<file path="src/rtl/irqc_pkg.sv">
package irqc_pkg;
  localparam int DATA_W = 32;

  typedef enum logic [2:0] {
    RG_STAT = 3'd0,
    RG_PEND = 3'd1,
    RG_EN   = 3'd2,
    RG_ACK  = 3'd3,
    RG_SET  = 3'd4,
    RG_CLR  = 3'd5,
    RG_VEC  = 3'd6,
    RG_MST  = 3'd7
  } reg_sel_e;

  // ones in the low n bit positions of a data word
  function automatic logic [DATA_W-1:0] live_mask(input int n);
    logic [DATA_W-1:0] m;
    m = '0;
    for (int i = 0; i < DATA_W; i++) begin
      if (i < n) m[i] = 1'b1;
    end
    return m;
  endfunction
endpackage

</file>
<file path="src/rtl/irqc_latch.sv">
module irqc_latch #(
  parameter int          NUM_IN    = 32,
  parameter logic [31:0] KIND_MASK = 32'h0
) (
  input  logic              clk,
  input  logic              rst,
  input  logic [NUM_IN-1:0] irq_in,
  input  logic [NUM_IN-1:0] ack,
  output logic [NUM_IN-1:0] status
);
  logic [NUM_IN-1:0] hit;

  for (genvar i = 0; i < NUM_IN; i++) begin : g_line
    if (KIND_MASK[i]) begin : g_edge
      logic prev_q;
      always_ff @(posedge clk) begin
        if (rst) prev_q <= 1'b0;
        else     prev_q <= irq_in[i];
      end
      assign hit[i] = irq_in[i] & ~prev_q;
    end else begin : g_level
      assign hit[i] = irq_in[i];
    end
  end

  // a new request outranks an acknowledge in the same cycle
  always_ff @(posedge clk) begin
    if (rst) status <= '0;
    else     status <= (status & ~ack) | hit;
  end
endmodule

</file>
<file path="src/rtl/irqc_enable.sv">
module irqc_enable #(
  parameter int NUM_IN = 32
) (
  input  logic              clk,
  input  logic              rst,
  input  logic              set_stb,
  input  logic              clr_stb,
  input  logic [NUM_IN-1:0] wmask,
  output logic [NUM_IN-1:0] en
);
  always_ff @(posedge clk) begin
    if (rst)          en <= '0;
    else if (set_stb) en <= en | wmask;
    else if (clr_stb) en <= en & ~wmask;
  end
endmodule

</file>
<file path="src/rtl/irqc_prio.sv">
module irqc_prio #(
  parameter int NUM_IN = 32,
  parameter int DATA_W = 32
) (
  input  logic [NUM_IN-1:0] pend,
  output logic [DATA_W-1:0] vec
);
  always_comb begin
    vec = '1;
    for (int i = NUM_IN - 1; i >= 0; i--) begin
      if (pend[i]) vec = DATA_W'(i);
    end
  end
endmodule

</file>
<file path="src/rtl/irq_vector_ctrl.sv">
module irq_vector_ctrl
  import irqc_pkg::*;
#(
  parameter int          NUM_IN    = 32,
  parameter logic [31:0] KIND_MASK = 32'h0
) (
  input  logic              clk,
  input  logic              rst,
  input  logic [2:0]        bus_addr,
  input  logic [31:0]       bus_wdata,
  input  logic              bus_we,
  output logic [31:0]       bus_rdata,
  input  logic [NUM_IN-1:0] irq_in,
  output logic              irq_out
);
  reg_sel_e          sel;
  logic [NUM_IN-1:0] ack, status, en, pend, wmask;
  logic [DATA_W-1:0] stat_x, en_x, pend_x, vec;
  logic [1:0]        mst_q;
  logic [DATA_W-1:0] rd_q;
  logic              irq_q;

  assign sel   = reg_sel_e'(bus_addr);
  assign wmask = bus_wdata[NUM_IN-1:0];
  assign ack   = (bus_we && sel == RG_ACK) ? wmask : '0;
  assign pend  = status & en;

  irqc_latch #(.NUM_IN(NUM_IN), .KIND_MASK(KIND_MASK)) u_latch (
    .clk(clk), .rst(rst), .irq_in(irq_in), .ack(ack), .status(status)
  );

  irqc_enable #(.NUM_IN(NUM_IN)) u_enable (
    .clk(clk), .rst(rst),
    .set_stb(bus_we && sel == RG_SET),
    .clr_stb(bus_we && sel == RG_CLR),
    .wmask(wmask), .en(en)
  );

  irqc_prio #(.NUM_IN(NUM_IN), .DATA_W(DATA_W)) u_prio (
    .pend(pend), .vec(vec)
  );

  always_comb begin
    stat_x = '0;
    en_x   = '0;
    pend_x = '0;
    stat_x[NUM_IN-1:0] = status;
    en_x[NUM_IN-1:0]   = en;
    pend_x[NUM_IN-1:0] = pend;
  end

  always_ff @(posedge clk) begin
    if (rst)                          mst_q <= 2'b00;
    else if (bus_we && sel == RG_MST) mst_q <= bus_wdata[1:0];
  end

  always_ff @(posedge clk) begin
    if (rst) begin
      rd_q  <= '0;
      irq_q <= 1'b0;
    end else begin
      irq_q <= (|pend) && (&mst_q);
      unique case (sel)
        RG_STAT: rd_q <= stat_x;
        RG_PEND: rd_q <= pend_x;
        RG_EN:   rd_q <= en_x;
        RG_VEC:  rd_q <= vec;
        RG_MST:  rd_q <= {{(DATA_W-2){1'b0}}, mst_q};
        default: rd_q <= '0;
      endcase
    end
  end

  assign bus_rdata = rd_q;
  assign irq_out   = irq_q;
endmodule

</file>
<file path="config.mk">
export PLATFORM = sky130hd
export DESIGN_NAME = irq_vector_ctrl
export DESIGN_NICKNAME = d
export VERILOG_FILES = /design/src/rtl/irqc_pkg.sv /design/src/rtl/irqc_latch.sv /design/src/rtl/irqc_enable.sv /design/src/rtl/irqc_prio.sv /design/src/rtl/irq_vector_ctrl.sv
export SDC_FILE = /design/constraint.sdc
export NUM_CORES = 1
export LEC_CHECK = 0
export ABC_AREA = 1
export BUFFER_PORTS_ARGS = -buffer_cell sky130_fd_sc_hd__buf_4
export CAP_MARGIN = 20
export CORE_MARGIN = 2
export CORE_UTILIZATION = 45
export CTS_BUF_LIST = sky130_fd_sc_hd__clkbuf_2 sky130_fd_sc_hd__clkbuf_4 sky130_fd_sc_hd__clkbuf_8
export DETAILED_ROUTE_END_ITERATION = 8
export GPL_TIMING_DRIVEN = 0
export PLACE_DENSITY = 0.67
export RECOVER_POWER = 100
export SLEW_MARGIN = 30
export SYNTH_ARGS = -nofsm -noshare
export SYNTH_HDL_FRONTEND = slang
export SYNTH_HIERARCHICAL = 1
export SYNTH_SLANG_ARGS = --single-unit
</file>
<file path="constraint.sdc">
create_clock -name clk -period 6.15 [get_ports clk]
set_input_delay 0 -clock clk [delete_from_list [all_inputs] [get_ports clk]]
set_output_delay 0 -clock clk [all_outputs]
set_load 0.02 [all_outputs]
</file>
==> results of run 1 <==
## synth_stat cells
cell       number
o31ai_1         1
dfxtp_1        99
nor2_1        122
inv_2           3
a31oi_1         1
o21bai_1        1
clkbuf_1        4
nor2_4          1
a21boi_0        1
buf_6          15
buf_2           9
nand4_1         3
o21ai_0        13
nand3_2         1
nand2_1       338
nand3_1         6
buf_4          29
o2111ai_1       1
and3_1          1
nor4_1          3
inv_1         162
nor3_4          1
nor3_1          2
o21ai_1        19
a21oi_1        39
a21oi_2        31
a311oi_1        1
nand2_2        10
## what timing repair did
item,CTS,global route
endpoints found under the setup margin,0,0
buffers inserted,0,0
hold endpoints to repair,66,0
hold buffers,89,0
## power groups by stage
stage,combinational [mW],sequential (mW),clock [mW]
6_report,0.295,0.689,0.400
3_5_place_dp,0.261,0.704,0
3_3_place_gp,0.261,0.704,0
5_1_grt,0.330,0.694,0.436
2_1_floorplan,0.160,0.711,0
4_1_cts,0.309,0.689,0.412
## metrics by stage
step	utilization (%)	total power [mW]	cell area, um^2	worst slack (ns)
after CTS	63.4	1.41	7680	3.75
after global placement	54.6	0.965	6610	3.52
after global routing	61.7	1.46	7470	3.08
final	61.7	1.38	7470	3.52
after detailed placement	54.6	0.965	6610	3.76
after floorplan	-	0.871	5630	4.11
## worst max-delay path: cells and delay by family (launching register included)
family          cells  cell delay, ns
buf+inv             2            0.36
flops               1            0.34
simple gates        8            1.77
compound gates      1            0.07
## kinds of logic (layout without fill, tap and decap cells)
group	count (synthesis)	after routing	synth area share (%)
simple gates	488	488	33.9
buf+inv	222	428	18.9
compound gates	108	108	12.0
flops	99	99	35.2
## worst max path at each step
stage               endpoint  cells past startpoint
6_report       bus_rdata[12]                     11
5_1_grt         bus_rdata[8]                     11
4_1_cts         bus_rdata[0]                     35
3_5_place_dp    bus_rdata[0]                     35
3_3_place_gp   bus_rdata[13]                     11
2_1_floorplan   bus_rdata[0]                     36
## area by class of cell
| cell class | instances | area [um^2] | share of cell area (%) |
|---|---|---|---|
| Sequential cell | 99 | 1980 | 26.5 |
| Inverter | 165 | 619 | 8.29 |
| Multi-Input combinational cell | 596 | 2530 | 33.9 |
| Buffer | 57 | 424 | 5.68 |
| Timing Repair Buffer | 191 | 1520 | 20.4 |
| Tap cell | 168 | 210 | 2.81 |
| Clock inverter | 2 | 10.0 | 0.134 |
| Clock buffer | 13 | 173 | 2.31 |
## metal layers
metal  vias up  wire length, um  GRT usage, %
met5         -                0             0
met4         0              119          5.24
met3        10              597          5.02
met2       104             7420          42.3
met1      2444             6800          28.7
li1       3094                -             -
==> results.yml, run 1 <==
sta:
  finalCritPeriodShare_pct: 42.7
  clock_skew_ns: 0.0157
  max-slew-margin-rel_pct: 34.7
  finalSetupViolCount: 0
  fin_crit_ns: 2.63
  slew_viol_final: 0
  fmax_mhz: 381
  rsz0062_at_grt: "false"
  hold_violations: 0
  whs_ns: 0.0279
  fin_setup_tns_ns: 0
  tightestPinTransition_ns: 0.979
power:
  p_int_mw: 1.01
  ir_drop_mv: 0.159
  clkPwrFrac_pct: 28.9
  p_seq_share_pct: 49.8
  p_leak_nw: 3.82
  sw_frac_of_total_pct: 27.2
  pwr-share-comb_pct: 21.3
  powerDensity_nw_per_um2: 185
  switching_power_uw: 377
final_layout:
  final_common_cell: "nand2_1"
  drive_gt1_share_pct: 14.2
  nFillCells: 1190
  final_cell_mix: "nand2_1, inv_1, nor2_1"
  fin_nets: 1189
  diodes: 0
  fin_cells: 1291
  area_growth_pct: 32.7
synth:
  yosys_warnings: 6
  synth_seq_cells: 99
  syn_inst: 917
  synthTopCellsByArea: "dfxtp_1, nand2_1, inv_1, nor2_1, a21oi_2"
  synth_cell_types: 28
  synth_nets: 987
  synth_top_area_share_pct: 35.2
  yosysTopAreaCell: "dfxtp_1"
  avgSynthCellArea_um2: 6.14
  synth-seq-area-share_pct: 35.2
  synth_area_um2: 5630
drt:
  drt-total-wl_um: 14900
  viasPerCell: 4.38
  drt-pass1-iter-count: 5
  ant_nets: 0
  vias: 5652
  drtIter0Drc: 301
  wl_per_cell_um: 11.6
  post-route-drc-count: 0
setup_path:
  crit_type: "flip-flop to flip-flop"
  crit_path_top_delay_cell: "and3_1"
  r2r-end: "bus_rdata[12]"
  crit_required_ns: 6.47
  end_kind: "flip-flop"
  crit_fanout: 27
  rr_worst_depth: 11
  start_kind: "flip-flop"
  path_cells: "nand2_1 -> inv_1 -> nor4_1 -> nand2_1 -> nor2_1 -> and3_1 -> clkbuf_4 -> nand2_1 -> o21ai_1 -> nor2_1 -> nor2_1"
  reg2reg_slack_ns: 3.52
  arrival_ns: 2.94
  max_stage_delay_ns: 0.82
floorplan:
  die_x_um: 116
  start_util_pct: 46.5
  fp.coreArea_um2: 12100
  row_count: 40
  ios: 103
  die_area_um2: 13400
  die_h_um: 116
hold_path:
  min_path_cells: 4
  holdPathEnd: "bus_rdata[4]"
  hold_class: "input port to flip-flop"
  holdCritStartpoint: "bus_addr[1]"
clocking:
  cts_max_level: 3
  root_buffer: "clkbuf_8"
  cts_buffers: 9
  clkSlewWorstSetupHoldPaths_ns: 0.09
  cts_sinks: 99
  cts.repair.resized: 0
  cts_max_path_buffers: 2
  clk_latency_ns: 0.39
  cts_tree: "done"
place:
  hpwl_um: 10200
  place_congestion: 0.861
  numPlacedInstances: 1187
  io_buffer_count: 102
job:
  drv_cap: 0
grt:
  overflow: 0
  grt_max_degree: 28
  track_usage_pct: 23.5
  grt_pass1_vias: 5335
  antenna_found_initial: 0
  grt_pass1_wl_um: 24800
run_status:
  status: "completed"
Note: power is estimated with default switching activity, not from simulation.
==> run 2: changes to the inputs <==
clock period = 2.7 ns   (was 6.15 ns; I/O delays follow)
==> run 2 against run 1 <==
  * Wire length up 0.50%
  * Critical endpoint is now bus_rdata[0]
  * Die area unchanged
  * Final cell count up 0.15%
  * Critical path type unchanged
==> results.yml, run 2 (same netlist as run 1, synthesis figures left out) <==
run_status:
  status: "completed"
hold_path:
  hold_class: "input port to flip-flop"
drt:
  drt-pass1-iter-count: 5
  drtIter0Drc: 268
  ant_nets: 0
  drt-total-wl_um: 15000
  viasPerCell: 4.38
  vias: 5666
  wl_per_cell_um: 11.6
  post-route-drc-count: 0
final_layout:
  nFillCells: 1181
  multi_input_area_um2: 2540
  final_cell_mix: "nand2_1, inv_1, nor2_1"
  drive_gt1_share_pct: 15.6
  fin_nets: 1191
  final_common_cell: "nand2_1"
  seqCellArea_um2: 1990
  area_growth_pct: 33.3
  fin_area_um2: 7510
  diodes: 0
floorplan:
  row_count: 40
  die_h_um: 116
  start_util_pct: 46.5
  die_area_um2: 13400
  ios: 103
  fp.coreArea_um2: 12100
  die_x_um: 116
grt:
  track_usage_pct: 23.5
  grt_max_degree: 28
  grt_pass1_wl_um: 24800
  overflow: 0
  grt_pass1_vias: 5335
  antenna_found_initial: 0
place:
  pre_cts_ws_ns: 0.313
  place_congestion: 0.861
  io_buffer_count: 102
  hpwl_um: 10200
  place_area_um2: 6610
setup_path:
  crit_fanout: 3
  cpLargestDelayFamily: "simple AND/OR/NAND/NOR gates"
  crit_type: "flip-flop to flip-flop"
  crit_path_top_delay_cell: "dfxtp_2"
  start_kind: "flip-flop"
  end_kind: "flip-flop"
  crit_required_ns: 2.96
  critical_path_buf_inv_count: 2
  max_stage_delay_ns: 0.35
  arrival_ns: 2.58
  cp_common_cell: "nand2_1"
power:
  p_total_mw: 3.16
  ir_drop_mv: 0.364
  p_leak_nw: 3.83
  powerDensity_nw_per_um2: 421
clocking:
  cts_max_path_buffers: 2
  cts_buffers: 9
  root_buffer: "clkbuf_8"
  cts_tree: "done"
  cts_sinks: 99
  clk_latency_ns: 0.39
  clkSlewWorstSetupHoldPaths_ns: 0.09
  cts_max_level: 3
job:
  drv_cap: 0
sta:
  whs_ns: 0.0264
  tightestPinTransition_ns: 0.682
  finalCritPeriodShare_pct: 85.7
  max-slew-margin-rel_pct: 54.2
  fmax_mhz: 432
  slew_viol_final: 0
  fin_setup_tns_ns: 0
  fin_crit_ns: 2.31
  hold_violations: 0
  clock_skew_ns: 0.0154
  setup_ws_ns: 0.385
  finalSetupViolCount: 0
## run 2: cell count changes in the layout (fill, tap and decap cells not counted)
| cell | previous run | this run |
|---|---|---|
| a21oi_2 | 17 | 18 |
| nand2_2 | 10 | 13 |
| inv_1 | 163 | 160 |
| dfxtp_2 | 0 | 6 |
| nand2_1 | 338 | 335 |
| a21oi_1 | 53 | 52 |
| inv_2 | 2 | 5 |
| and3_2 | 0 | 1 |
| and3_1 | 1 | 0 |
| buf_4 | 66 | 68 |
| dfxtp_1 | 99 | 93 |
## run 2: worst paths after layout
kind                from            to  slack, ns  cells past startpoint
min          bus_addr[1]  bus_rdata[4]       0.03                      4
max reg2reg    flip-flop  bus_rdata[0]       0.39                     36
max            flip-flop  bus_rdata[0]       0.39                     36
min reg2reg    flip-flop     flip-flop       0.48                      2
## run 2: power breakdown
| part | leakage, nW | switching [mW] | internal, mW |
|---|---|---|---|
| combinational | 2.92 | 0.318 | 0.355 |
| sequential | 0.814 | 0.0435 | 1.53 |
| clock | 0.0987 | 0.502 | 0.413 |
## run 2: area by class of cell
type | instances | share of cell area, %
multi-input cells | 596 | 33.9
clock inverters | 2 | 0.133
inverters | 165 | 8.25
repair buffers | 193 | 20.5
flip-flops and latches | 99 | 26.5
well taps | 168 | 2.80
plain buffers | 57 | 5.65
clock buffers | 13 | 2.30
## run 2: tightest hold or removal path: cells and delay by family
family,cells,cell delay (ns)
buffers and inverters,2,0.19
AOI/OAI and AO/OA,2,0.17
## run 2: stage by stage
stage / cells / util [%]
global route: 1293 / 62.0
detailed placement: 1187 / 54.6
finish: 1293 / 62.0
CTS: 1291 / 63.4
global placement: 1187 / 54.6
floorplan: 917 / -
## run 2: timing repair
action	4_1_cts	5_1_grt
endpoints found under the setup margin	0	1
endpoints found under the hold margin	66	0
hold buffers	89	0
resized for setup	0	12
setup buffers	0	2
## run 2: routing by layer
metal | up-vias | wire, um | GRT usage (%) | part of all wire [%]
met1 | 2447 | 6770 | 28.7 | 45
met5 | - | 0 | 0 | 0
met2 | 108 | 7390 | 42.3 | 49
li1 | 3093 | - | - | -
met4 | 0 | 226 | 5.24 | 1.5
met3 | 18 | 626 | 5.02 | 4.2
